### config.mk
export PLATFORM = sky130hd
export DESIGN_NAME = audio_rx
export DESIGN_NICKNAME = d
export VERILOG_FILES = /design/src/rtl/audio_rx_pkg.sv /design/src/rtl/audio_rx_shift.sv /design/src/rtl/audio_rx_ring.sv /design/src/rtl/audio_rx_hold.sv /design/src/rtl/audio_rx.sv
export SDC_FILE = /design/constraint.sdc
export NUM_CORES = 1
export LEC_CHECK = 0
export ABC_AREA = 1
export ABC_CLOCK_PERIOD_IN_PS = 2550
export BUFFER_PORTS_ARGS = -buffer_cell sky130_fd_sc_hd__buf_2
export CAP_MARGIN = 30
export CORE_ASPECT_RATIO = 1.4
export CORE_MARGIN = 8
export CORE_UTILIZATION = 48
export DETAILED_ROUTE_END_ITERATION = 10
export PLACE_DENSITY = 0.65
export SYNTH_ARGS = -nofsm -noshare
export SYNTH_HDL_FRONTEND = slang
export SYNTH_SLANG_ARGS = --single-unit
### constraint.sdc
create_clock -name clk -period 2.55 [get_ports clk]
set_input_delay 0.51 -clock clk [delete_from_list [all_inputs] [get_ports clk]]
set_output_delay 0.51 -clock clk [all_outputs]
set_load 0.005 [all_outputs]
### src/rtl/audio_rx_pkg.sv
// Package: shared constants and types for the serial audio receiver.
// Assumes: nothing beyond IEEE 1800-2017 packages.
package audio_rx_pkg;
    // Where a finished word is delivered.
    typedef enum logic {
        RX_TO_BUFFER = 1'b0,
        RX_TO_HOLD   = 1'b1
    } rx_path_e;

    localparam int unsigned RX_WORD_DEFAULT  = 16;
    localparam int unsigned RX_DEPTH_DEFAULT = 4;
endpackage

### src/rtl/audio_rx_shift.sv
// Module: deserialiser. Arms on a frame sync and then takes W bits,
// most significant first, on W bit-clock falling-edge pulses.
// Emits the word with a one-cycle done pulse, one clock after the last bit.
// Assumes: W >= 2. fsync and sdata are meaningful only when bclk_fall is high.
module audio_rx_shift #(
    parameter int unsigned W = 16
) (
    input  logic         clk,
    input  logic         rst_n,
    input  logic         bclk_fall,
    input  logic         fsync,
    input  logic         sdata,
    output logic         word_done,
    output logic [W-1:0] word_q
);
    localparam int unsigned CW = (W > 2) ? $clog2(W) : 1;
    localparam logic [CW-1:0] LAST_BIT = CW'(W - 1);

    logic          armed;
    logic [CW-1:0] bit_cnt;
    logic [W-1:0]  shreg;

    // Frame tracking, bit shifting and word hand-off.
    always_ff @(posedge clk) begin
        if (!rst_n) begin
            armed     <= 1'b0;
            bit_cnt   <= '0;
            shreg     <= '0;
            word_done <= 1'b0;
            word_q    <= '0;
        end else begin
            word_done <= 1'b0;
            if (bclk_fall) begin
                if (fsync) begin
                    armed   <= 1'b1;
                    bit_cnt <= '0;
                end else if (armed) begin
                    shreg <= {shreg[W-2:0], sdata};
                    if (bit_cnt == LAST_BIT) begin
                        word_q    <= {shreg[W-2:0], sdata};
                        word_done <= 1'b1;
                        armed     <= 1'b0;
                    end else begin
                        bit_cnt <= bit_cnt + 1'b1;
                    end
                end
            end
        end
    end
endmodule

### src/rtl/audio_rx_ring.sv
// Module: circular word store. Full and empty are told apart by a flag
// recording whether the last pointer-moving access was a write.
// A push into a full store is refused and reported with a one-cycle pulse.
// A pop from an empty store is not blocked.
// Assumes: DEPTH is a power of two, so the pointers wrap naturally.
module audio_rx_ring #(
    parameter int unsigned W     = 16,
    parameter int unsigned DEPTH = 4
) (
    input  logic         clk,
    input  logic         rst_n,
    input  logic         push,
    input  logic [W-1:0] wdata,
    input  logic         pop,
    output logic [W-1:0] rdata,
    output logic         full,
    output logic         empty,
    output logic         refused
);
    localparam int unsigned AW = (DEPTH > 1) ? $clog2(DEPTH) : 1;

    logic [W-1:0]  mem [DEPTH];
    logic [AW-1:0] wp, rp;
    logic          last_wr;
    logic          accept;

    assign full    = (wp == rp) && last_wr;
    assign empty   = (wp == rp) && !last_wr;
    assign accept  = push && !full;
    assign rdata   = mem[rp];

    // Storage array, written only when a push is accepted.
    always_ff @(posedge clk) begin
        if (accept) mem[wp] <= wdata;
    end

    // Pointer movement, last-access tracking and refusal pulse.
    always_ff @(posedge clk) begin
        if (!rst_n) begin
            wp      <= '0;
            rp      <= '0;
            last_wr <= 1'b0;
            refused <= 1'b0;
        end else begin
            refused <= push && full;
            if (accept) wp <= wp + 1'b1;
            if (pop)    rp <= rp + 1'b1;
            if (accept && !pop)      last_wr <= 1'b1;
            else if (pop && !accept) last_wr <= 1'b0;
        end
    end
endmodule

### src/rtl/audio_rx_hold.sv
// Module: single-word holding register for direct-transfer mode.
// A load overwrites the held word. The request stays high until a take.
// A load and a take in the same cycle leave the request high.
// Assumes: load and take are single-cycle strobes.
module audio_rx_hold #(
    parameter int unsigned W = 16
) (
    input  logic         clk,
    input  logic         rst_n,
    input  logic         load,
    input  logic [W-1:0] wdata,
    input  logic         take,
    output logic [W-1:0] hold_q,
    output logic         req
);
    // Holding register and its request flag.
    always_ff @(posedge clk) begin
        if (!rst_n) begin
            hold_q <= '0;
            req    <= 1'b0;
        end else begin
            if (load) begin
                hold_q <= wdata;
                req    <= 1'b1;
            end else if (take) begin
                req <= 1'b0;
            end
        end
    end
endmodule

### src/rtl/audio_rx.sv
// Module: serial audio receiver top. Deserialises words and delivers them
// either to a circular store (buffer mode) or to a holding register with a
// transfer request (direct-transfer mode). Keeps a sticky overrun flag and
// drives the receive interrupt.
// Assumes: bclk_fall is a synchronous one-cycle enable. rd_stb and ovr_clr
// are one-cycle strobes from a register decoder.
module audio_rx
    import audio_rx_pkg::*;
#(
    parameter int unsigned W     = RX_WORD_DEFAULT,
    parameter int unsigned DEPTH = RX_DEPTH_DEFAULT
) (
    input  logic         clk,
    input  logic         rst_n,
    input  logic         bclk_fall,
    input  logic         fsync,
    input  logic         sdata,
    input  logic         mode_dma,
    input  logic         rd_stb,
    output logic [W-1:0] rd_data,
    input  logic         ovr_clr,
    input  logic         irq_en,
    output logic         irq,
    output logic         dma_req,
    output logic         ovr_flag
);
    rx_path_e     path;
    logic         word_done;
    logic [W-1:0] word_q;
    logic [W-1:0] ring_rdata, hold_q;
    logic         ring_full, ring_empty, ring_refused;
    logic         to_ring, to_hold;

    assign path    = rx_path_e'(mode_dma);
    assign to_ring = (path == RX_TO_BUFFER);
    assign to_hold = (path == RX_TO_HOLD);

    audio_rx_shift #(.W(W)) u_shift (
        .clk       (clk),
        .rst_n     (rst_n),
        .bclk_fall (bclk_fall),
        .fsync     (fsync),
        .sdata     (sdata),
        .word_done (word_done),
        .word_q    (word_q)
    );

    audio_rx_ring #(.W(W), .DEPTH(DEPTH)) u_ring (
        .clk     (clk),
        .rst_n   (rst_n),
        .push    (word_done && to_ring),
        .wdata   (word_q),
        .pop     (rd_stb && to_ring),
        .rdata   (ring_rdata),
        .full    (ring_full),
        .empty   (ring_empty),
        .refused (ring_refused)
    );

    audio_rx_hold #(.W(W)) u_hold (
        .clk    (clk),
        .rst_n  (rst_n),
        .load   (word_done && to_hold),
        .wdata  (word_q),
        .take   (rd_stb && to_hold),
        .hold_q (hold_q),
        .req    (dma_req)
    );

    // Sticky overrun flag: a new overrun wins over a clear in the same cycle.
    always_ff @(posedge clk) begin
        if (!rst_n)            ovr_flag <= 1'b0;
        else if (ring_refused) ovr_flag <= 1'b1;
        else if (ovr_clr)      ovr_flag <= 1'b0;
    end

    assign rd_data = to_hold ? hold_q : ring_rdata;
    assign irq     = irq_en && to_ring && !ring_empty && !ovr_flag;
endmodule

==> reports/metrics.csv, run 1 <==
stage;metric;value;unit
drt;drt-met1-wl;4.32;mm
synthesis;synth_compound_area_frac;0.120;
synthesis;ys_warn_count;0;
critical_path;crit_arrival;1920;ps
critical_path;crit_type;reg -> out;
clock_network;clkSlewWorstSetupHoldPaths;50;ps
synthesis;syn-instance-count;512;
sta;setup_tns;0;ps
sta;hold_violations;0;
synthesis;synth_area;4970;sq um
sta;finalCritPeriodShare;0.954;
worst_hold_path;hold_path.class;in -> reg;
drt;drt-initial-drc-count;211;
clock_network;post_cts_buffers;0;
sta;setup_viol;0;
critical_path;end_kind;output pin;
power;p_leak;2.38;nW
global_routing;grt_usage;0.158;
drt;dr_wl_met2;5.14;mm
synthesis;netlist-cell-type-count;26;
critical_path;critical-path-slowest-cell;clkinvlp_4;
synthesis;synthMuxAreaShare;0;
clock_network;cts_tree;done;
drt;wl_met3;359;microns
drt;viasPerCell;5.12;
clock_network;htreeDepth;4;
finish;area_growth;16.1;%
synthesis;ys_ff_latch;127;
critical_path;cpPeakStageDelay;450;ps
die;rows;44;
worst_hold_path;worstHoldPathCells;3;
clock_network;clockBufferDepth;2;
worst_hold_path;whs_endpoint;u_shift.word_q[0];
power;power.total;0.00449;W
finish;final_cells;694;
critical_path;critPathRequiredTime;2040;ps
synthesis;synthXorXnorAreaFrac;0.00176;
power;vdd_drop_max;0.457;mV
synthesis;syn_nets;527;
clock_network;clk-insertion-delay-late;410;ps
critical_path;cp_cell_sequence;clkinvlp_4, o21ai_0, a31oi_1, buf_2;
synthesis;synthAdderAreaFrac;0.0151;
clock_network;cts_buffers;17;
finish;diodes;0;
synthesis;synth_ff_type;edfxtp_1;
drt;drc;0;
synthesis;avgSynthCellArea;9.70;sq um
critical_path;reg2reg_setup_slack;840;ps
clock_network;postCtsHoldBufs;0;
synthesis;async_reset_ff_frac;0;
place;place_area;5240;sq um
synthesis;synth-edff-count;64;
global_routing;first_global_vias;3441;
global_routing;grt_start_max_net_pins;33;
place;dp_cells;663;
critical_path;r2r_cells;7;
place;port_buffers;27;
sta;finalMaxSlewViolations;0;
finish;drive_gt1_frac;0.133;
synthesis;synth_top_family_by_area;simple AND/OR/NAND/NOR gates;
clock_network;cts-root-buf;clkbuf_16;
die;core_area;10200;sq um
finish;nets;559;
critical_path;critPathLaunchType;flop;
critical_path;r2r-start;u_ring.wp[0];
die;dieWidth;102;microns
drt;drt-wirelength-per-cell;14.4;microns
finish;final_cell_mix;nor2_1, o21ai_0, edfxtp_1;
drt;ant_nets;0;
finish;fin_area;5770;sq um
global_routing;grt.overflow.total;0;
die;start_util;0.485;
critical_path;cp_top_family;buffers and inverters;
sta;slew_headroom;0.612;
critical_path;r2r-end;u_ring.last_wr;
sta;finClkSkew;10.5;ps
outcome;status;finished clean;
clock_network;clock_sinks;127;
global_routing;grt_pass1_wl;16.8;mm
place;place_congestion;0.726;
critical_path;cp_num_buf_inv;2;
place;hpwlAfterDp;6.32;mm
sta;fmax;0.411;GHz
synthesis;yosys.area_share.simple;0.173;
worst_hold_path;min_from;sdata;
sta;worst_pin_slew;578;ps
drt;firstDrtPassIters;5;
die;die_h;136;microns
sta;post-route-min-period;2430;ps
sta;rsz0062_at_grt;yes;
critical_path;critical_path_cell_count;4;
die;ios;28;
drt;highest_layer;met4;
sta;holdWs;345;ps
die;die_area;13900;sq um
synthesis;yosysSeqAreaShare;0.641;
power;power_density;778;nW/um^2
drt;wl;10.0;mm
critical_path;crit_fanout;32;
global_routing;antenna_found_initial;0;
finish;fillers;936;
finish;final_common_cell;nor2_1;
flow_run;cap_viol_max_count;0;
drt;num_vias;3550;
[cell usage after synthesis (6+ instances only)]
master    count  area, sq um
nor2_1      148          556
o21ai_0      72          360
edfxtp_1     64         1920
dfxtp_1      63         1260
nand2_1      33          124
inv_1        28          105
a21oi_1      20          100
nand3_1      17         85.1
a31oi_1      16          100
buf_2        13         65.1
clkbuf_1      8         30.0
ha_1          6         75.1
o21ai_1       6         30.0
[power by group]
part,internal (W),switching (W),leakage [nW]
sequential,0.00214,0.0000128,1.20
combinational,0.0000651,0.000124,0.919
clock,0.00135,0.000798,0.260
total,0.00355,0.000935,2.38
[cell families after synthesis]
kind of cell	Yosys count
compound gates	115
xor+xnor	1
buf+inv	57
fa+ha+maj	6
flops	127
simple gates	206
[what timing repair did]
item | 4_1_cts | 5_1_grt
setup endpoints to repair | 0 | 16
gates resized for setup | 0 | 1
hold endpoints to repair | 0 | 0
[how the worst max path moves through the flow]
| stage | startpoint | to |
|---|---|---|
| 4_1_cts | flop | rd_data[1] |
| 6_report | flop | rd_data[8] |
| 5_1_grt | flop | rd_data[15] |
| 3_3_place_gp | flop | rd_data[15] |
| 2_1_floorplan | mode_dma | u_ring.mem[0][0] |
| 3_5_place_dp | flop | rd_data[8] |
[stage by stage]
step	util	worst slack [ps]
after floorplan	-	564
after global placement	0.511	534
after detailed placement	0.511	505
after CTS	0.563	2.94
after global routing	0.563	2.60
final	0.563	117
[worst reg2reg max path: cells and delay by family (launching register included)]
kind | cells | cell delay, ps
and+or+nand+nor | 2 | 410
DFF | 1 | 440
xor gates and xnor gates | 1 | 170
adders and majority gates | 1 | 300
AOI/OAI and AO/OA | 2 | 210
buffers and inverters | 1 | 70
[sequential cells by signal, indices dropped and copies added, names as in the netlist, named ones only]
register	flops
ovr_flag	1
u_shift.bit_cnt	4
u_ring.wp	2
u_hold.hold_q	16
u_shift.armed	1
u_shift.word_q	16
u_shift.shreg	15
u_ring.rp	2
u_ring.last_wr	1
u_ring.mem	64
u_hold.req	1
u_ring.refused	1
u_shift.word_done	1
[metal layers]
metal	global-route usage	vias to the layer above
li1	-	1792
met1	0.176	1680
met2	0.270	65
met3	0.0390	13
met4	0.0786	0
met5	0	-
[final cells by class]
type	count	area, sq um	area share
clock inverters	8	67.6	0.0117
flip-flops and latches	127	3180	0.552
well taps	138	173	0.0299
repair buffers	37	210	0.0365
clock buffers	23	458	0.0794
multi-input cells	328	1540	0.268
inverters	33	133	0.0230
Power figures use the tool's default switching activity.
==> run 2, diff against run 1 <==
PLACE_DENSITY = 0.68   (was 0.65)
==> run 2 against run 1 <==
Against the previous run: flip-flop and latch count unchanged; sequential power about the same; power down 0.98%; maximum frequency up 7.5%; sequential share of layout area unchanged; first-iteration DRC count up 10%; final cell count up 0.29%; non-clock buffer count up 1; via count down 0.65%; setup slack better by 170 ps; clock power down 2%; wire length down 2.3%; critical endpoint is now rd_data[5].
==> reports/metrics.csv, run 2 (synthesized netlist as in run 1, its figures left out) <==
stage;metric;value;unit;change
clock_network;post_cts_buffers;0;;unchanged
die;die_area;13900;sq um;unchanged
sta;rsz0062_at_grt;no;;
global_routing;antenna_found_initial;0;;unchanged
critical_path;crit_type;reg -> out;;
clock_network;clkSlewWorstSetupHoldPaths;50;ps;about the same
drt;viasPerCell;5.07;;-0.93%
critical_path;r2r_cells;7;;unchanged
drt;drc;0;;unchanged
critical_path;critPathLaunchType;flop;;
finish;largest_registers;u_ring.mem: 64 flops, u_hold.hold_q: 16 flops, u_shift.word_q: 16 flops;;
finish;largest_register_ffs;64;;unchanged
critical_path;end_kind;output pin;;
global_routing;grt.overflow.total;0;;unchanged
place;pre_cts_ws;642;ps;+137 ps
place;place_area;5250;sq um;+0.14%
sta;finalCritPeriodShare;0.888;;-0.0663
drt;ant_nets;0;;unchanged
critical_path;crit_arrival;1750;ps;-170 ps
clock_network;clk-insertion-delay-late;410;ps;about the same
critical_path;r2r-end;u_ring.last_wr;;
die;start_util;0.485;;unchanged
power;vdd_drop_max;0.512;mV;+12%
die;core_area;10200;sq um;unchanged
worst_hold_path;hold_path.class;in -> reg;;
clock_network;clockBufferDepth;2;;unchanged
place;place_congestion;0.728;;+0.28%
drt;wl;9.77;mm;-2.3%
drt;num_vias;3527;;-0.65%
sta;finalMaxSlewViolations;0;;unchanged
die;dieWidth;102;microns;unchanged
worst_hold_path;worstHoldPathCells;3;;unchanged
clock_network;cts-root-buf;clkbuf_16;;
die;ios;28;;unchanged
worst_hold_path;min_from;sdata;;
finish;top_register;u_ring.mem;;
global_routing;grt_usage;0.154;;-0.00327
place;port_buffers;27;;unchanged
power;power_density;771;nW/um^2;-0.98%
place;hpwlAfterDp;6.47;mm;+2.4%
flow_run;cap_viol_max_count;0;;unchanged
clock_network;cts_resized;0;;unchanged
sta;finClkSkew;8.54;ps;-1.98 ps
clock_network;postCtsHoldBufs;0;;unchanged
sta;post-route-min-period;2260;ps;-169 ps
finish;drive_gt1_frac;0.133;;-0.000477
outcome;status;finished clean;;
finish;final_common_cell;nor2_1;;
finish;final_cell_mix;nor2_1, o21ai_0, edfxtp_1;;
sta;setup_tns;0;ps;unchanged
finish;fillers;928;;-0.85%
finish;diodes;0;;unchanged
finish;nets;560;;+0.18%
sta;fmax;0.442;GHz;+7.5%
clock_network;cts_tree;done;;
finish;area_growth;16.1;%;unchanged
die;rows;44;;unchanged
clock_network;clock_sinks;127;;unchanged
drt;firstDrtPassIters;4;;-1
critical_path;critPathRequiredTime;2040;ps;about the same
worst_hold_path;whs_endpoint;u_shift.word_q[0];;
sta;worst_pin_slew;575;ps;-2.44 ps
die;die_h;136;microns;unchanged
critical_path;reg2reg_setup_slack;760;ps;-80 ps
clock_network;htreeDepth;4;;unchanged
sta;finalWorstSetupSlack;286;ps;+169 ps
sta;hold_violations;0;;unchanged
global_routing;grt_pass1_wl;16.5;mm;-1.9%
critical_path;crit_fanout;17;;-47%
finish;fin_area;5770;sq um;unchanged
clock_network;cts_buffers;17;;unchanged
global_routing;first_global_vias;3416;;-0.73%
sta;setup_viol;0;;unchanged
sta;slew_headroom;0.614;;+0.00163
drt;drt-initial-drc-count;233;;+10%
critical_path;r2r-start;u_ring.wp[0];;
drt;drt-wirelength-per-cell;14.0;microns;-2.6%
power;p_leak;2.39;nW;+0.40%
global_routing;grt_start_max_net_pins;34;;+3.0%
## run 2: worst max-delay path, stage by stage, from the launching register on
cell and delay (ps):
dfxtp_1 300, buf_4 240, inv_2 180, nor2_1 130, o21ai_0 130, a31oi_1 210
buf_2 140
## run 2: area by class of cell
| type | instances | area, sq um | share of cell area |
|---|---|---|---|
| tap | 138 | 173 | 0.0299 |
| multi-input combinational | 328 | 1540 | 0.268 |
| sequential | 127 | 3180 | 0.552 |
| inverter | 33 | 129 | 0.0223 |
| clock inverter | 7 | 35.0 | 0.00608 |
| clock buffer | 25 | 487 | 0.0844 |
| timing repair buffer | 38 | 218 | 0.0378 |
## run 2: where the power goes
| part | internal, W | switching, W |
|---|---|---|
| combinational | 0.0000660 | 0.000120 |
| clock | 0.00131 | 0.000793 |
| sequential | 0.00214 | 0.0000121 |
| total | 0.00352 | 0.000925 |
## run 2: stage by stage
stage / hold slack (ps) / util / total power [W] / cells
finish: 340 / 0.563 / 0.00444 / 696
floorplan: 413 / - / 0.00232 / 512
CTS: 315 / 0.563 / 0.00449 / 696
detailed placement: 431 / 0.512 / 0.00239 / 664
global placement: 424 / 0.512 / 0.00238 / 664
global route: 335 / 0.563 / 0.00461 / 696
## run 2: worst max-delay path by stage
stage | start | to | slack [ps] | cells after the start
3_3_place_gp | mode_dma | rd_data[14] | 710 | 6
4_1_cts | flop | rd_data[5] | 260 | 6
5_1_grt | flop | rd_data[5] | 120 | 6
2_1_floorplan | mode_dma | u_ring.mem[0][0] | 560 | 5
3_5_place_dp | mode_dma | rd_data[5] | 640 | 6
6_report | flop | rd_data[5] | 290 | 6
## run 2: per-layer routing
layer	vias to the layer above	global-route usage	part of all wire
met5	-	0	0
met4	0	0.0737	0.020
met3	17	0.0456	0.049
met2	70	0.258	0.52
met1	1651	0.175	0.41
li1	1789	-	-
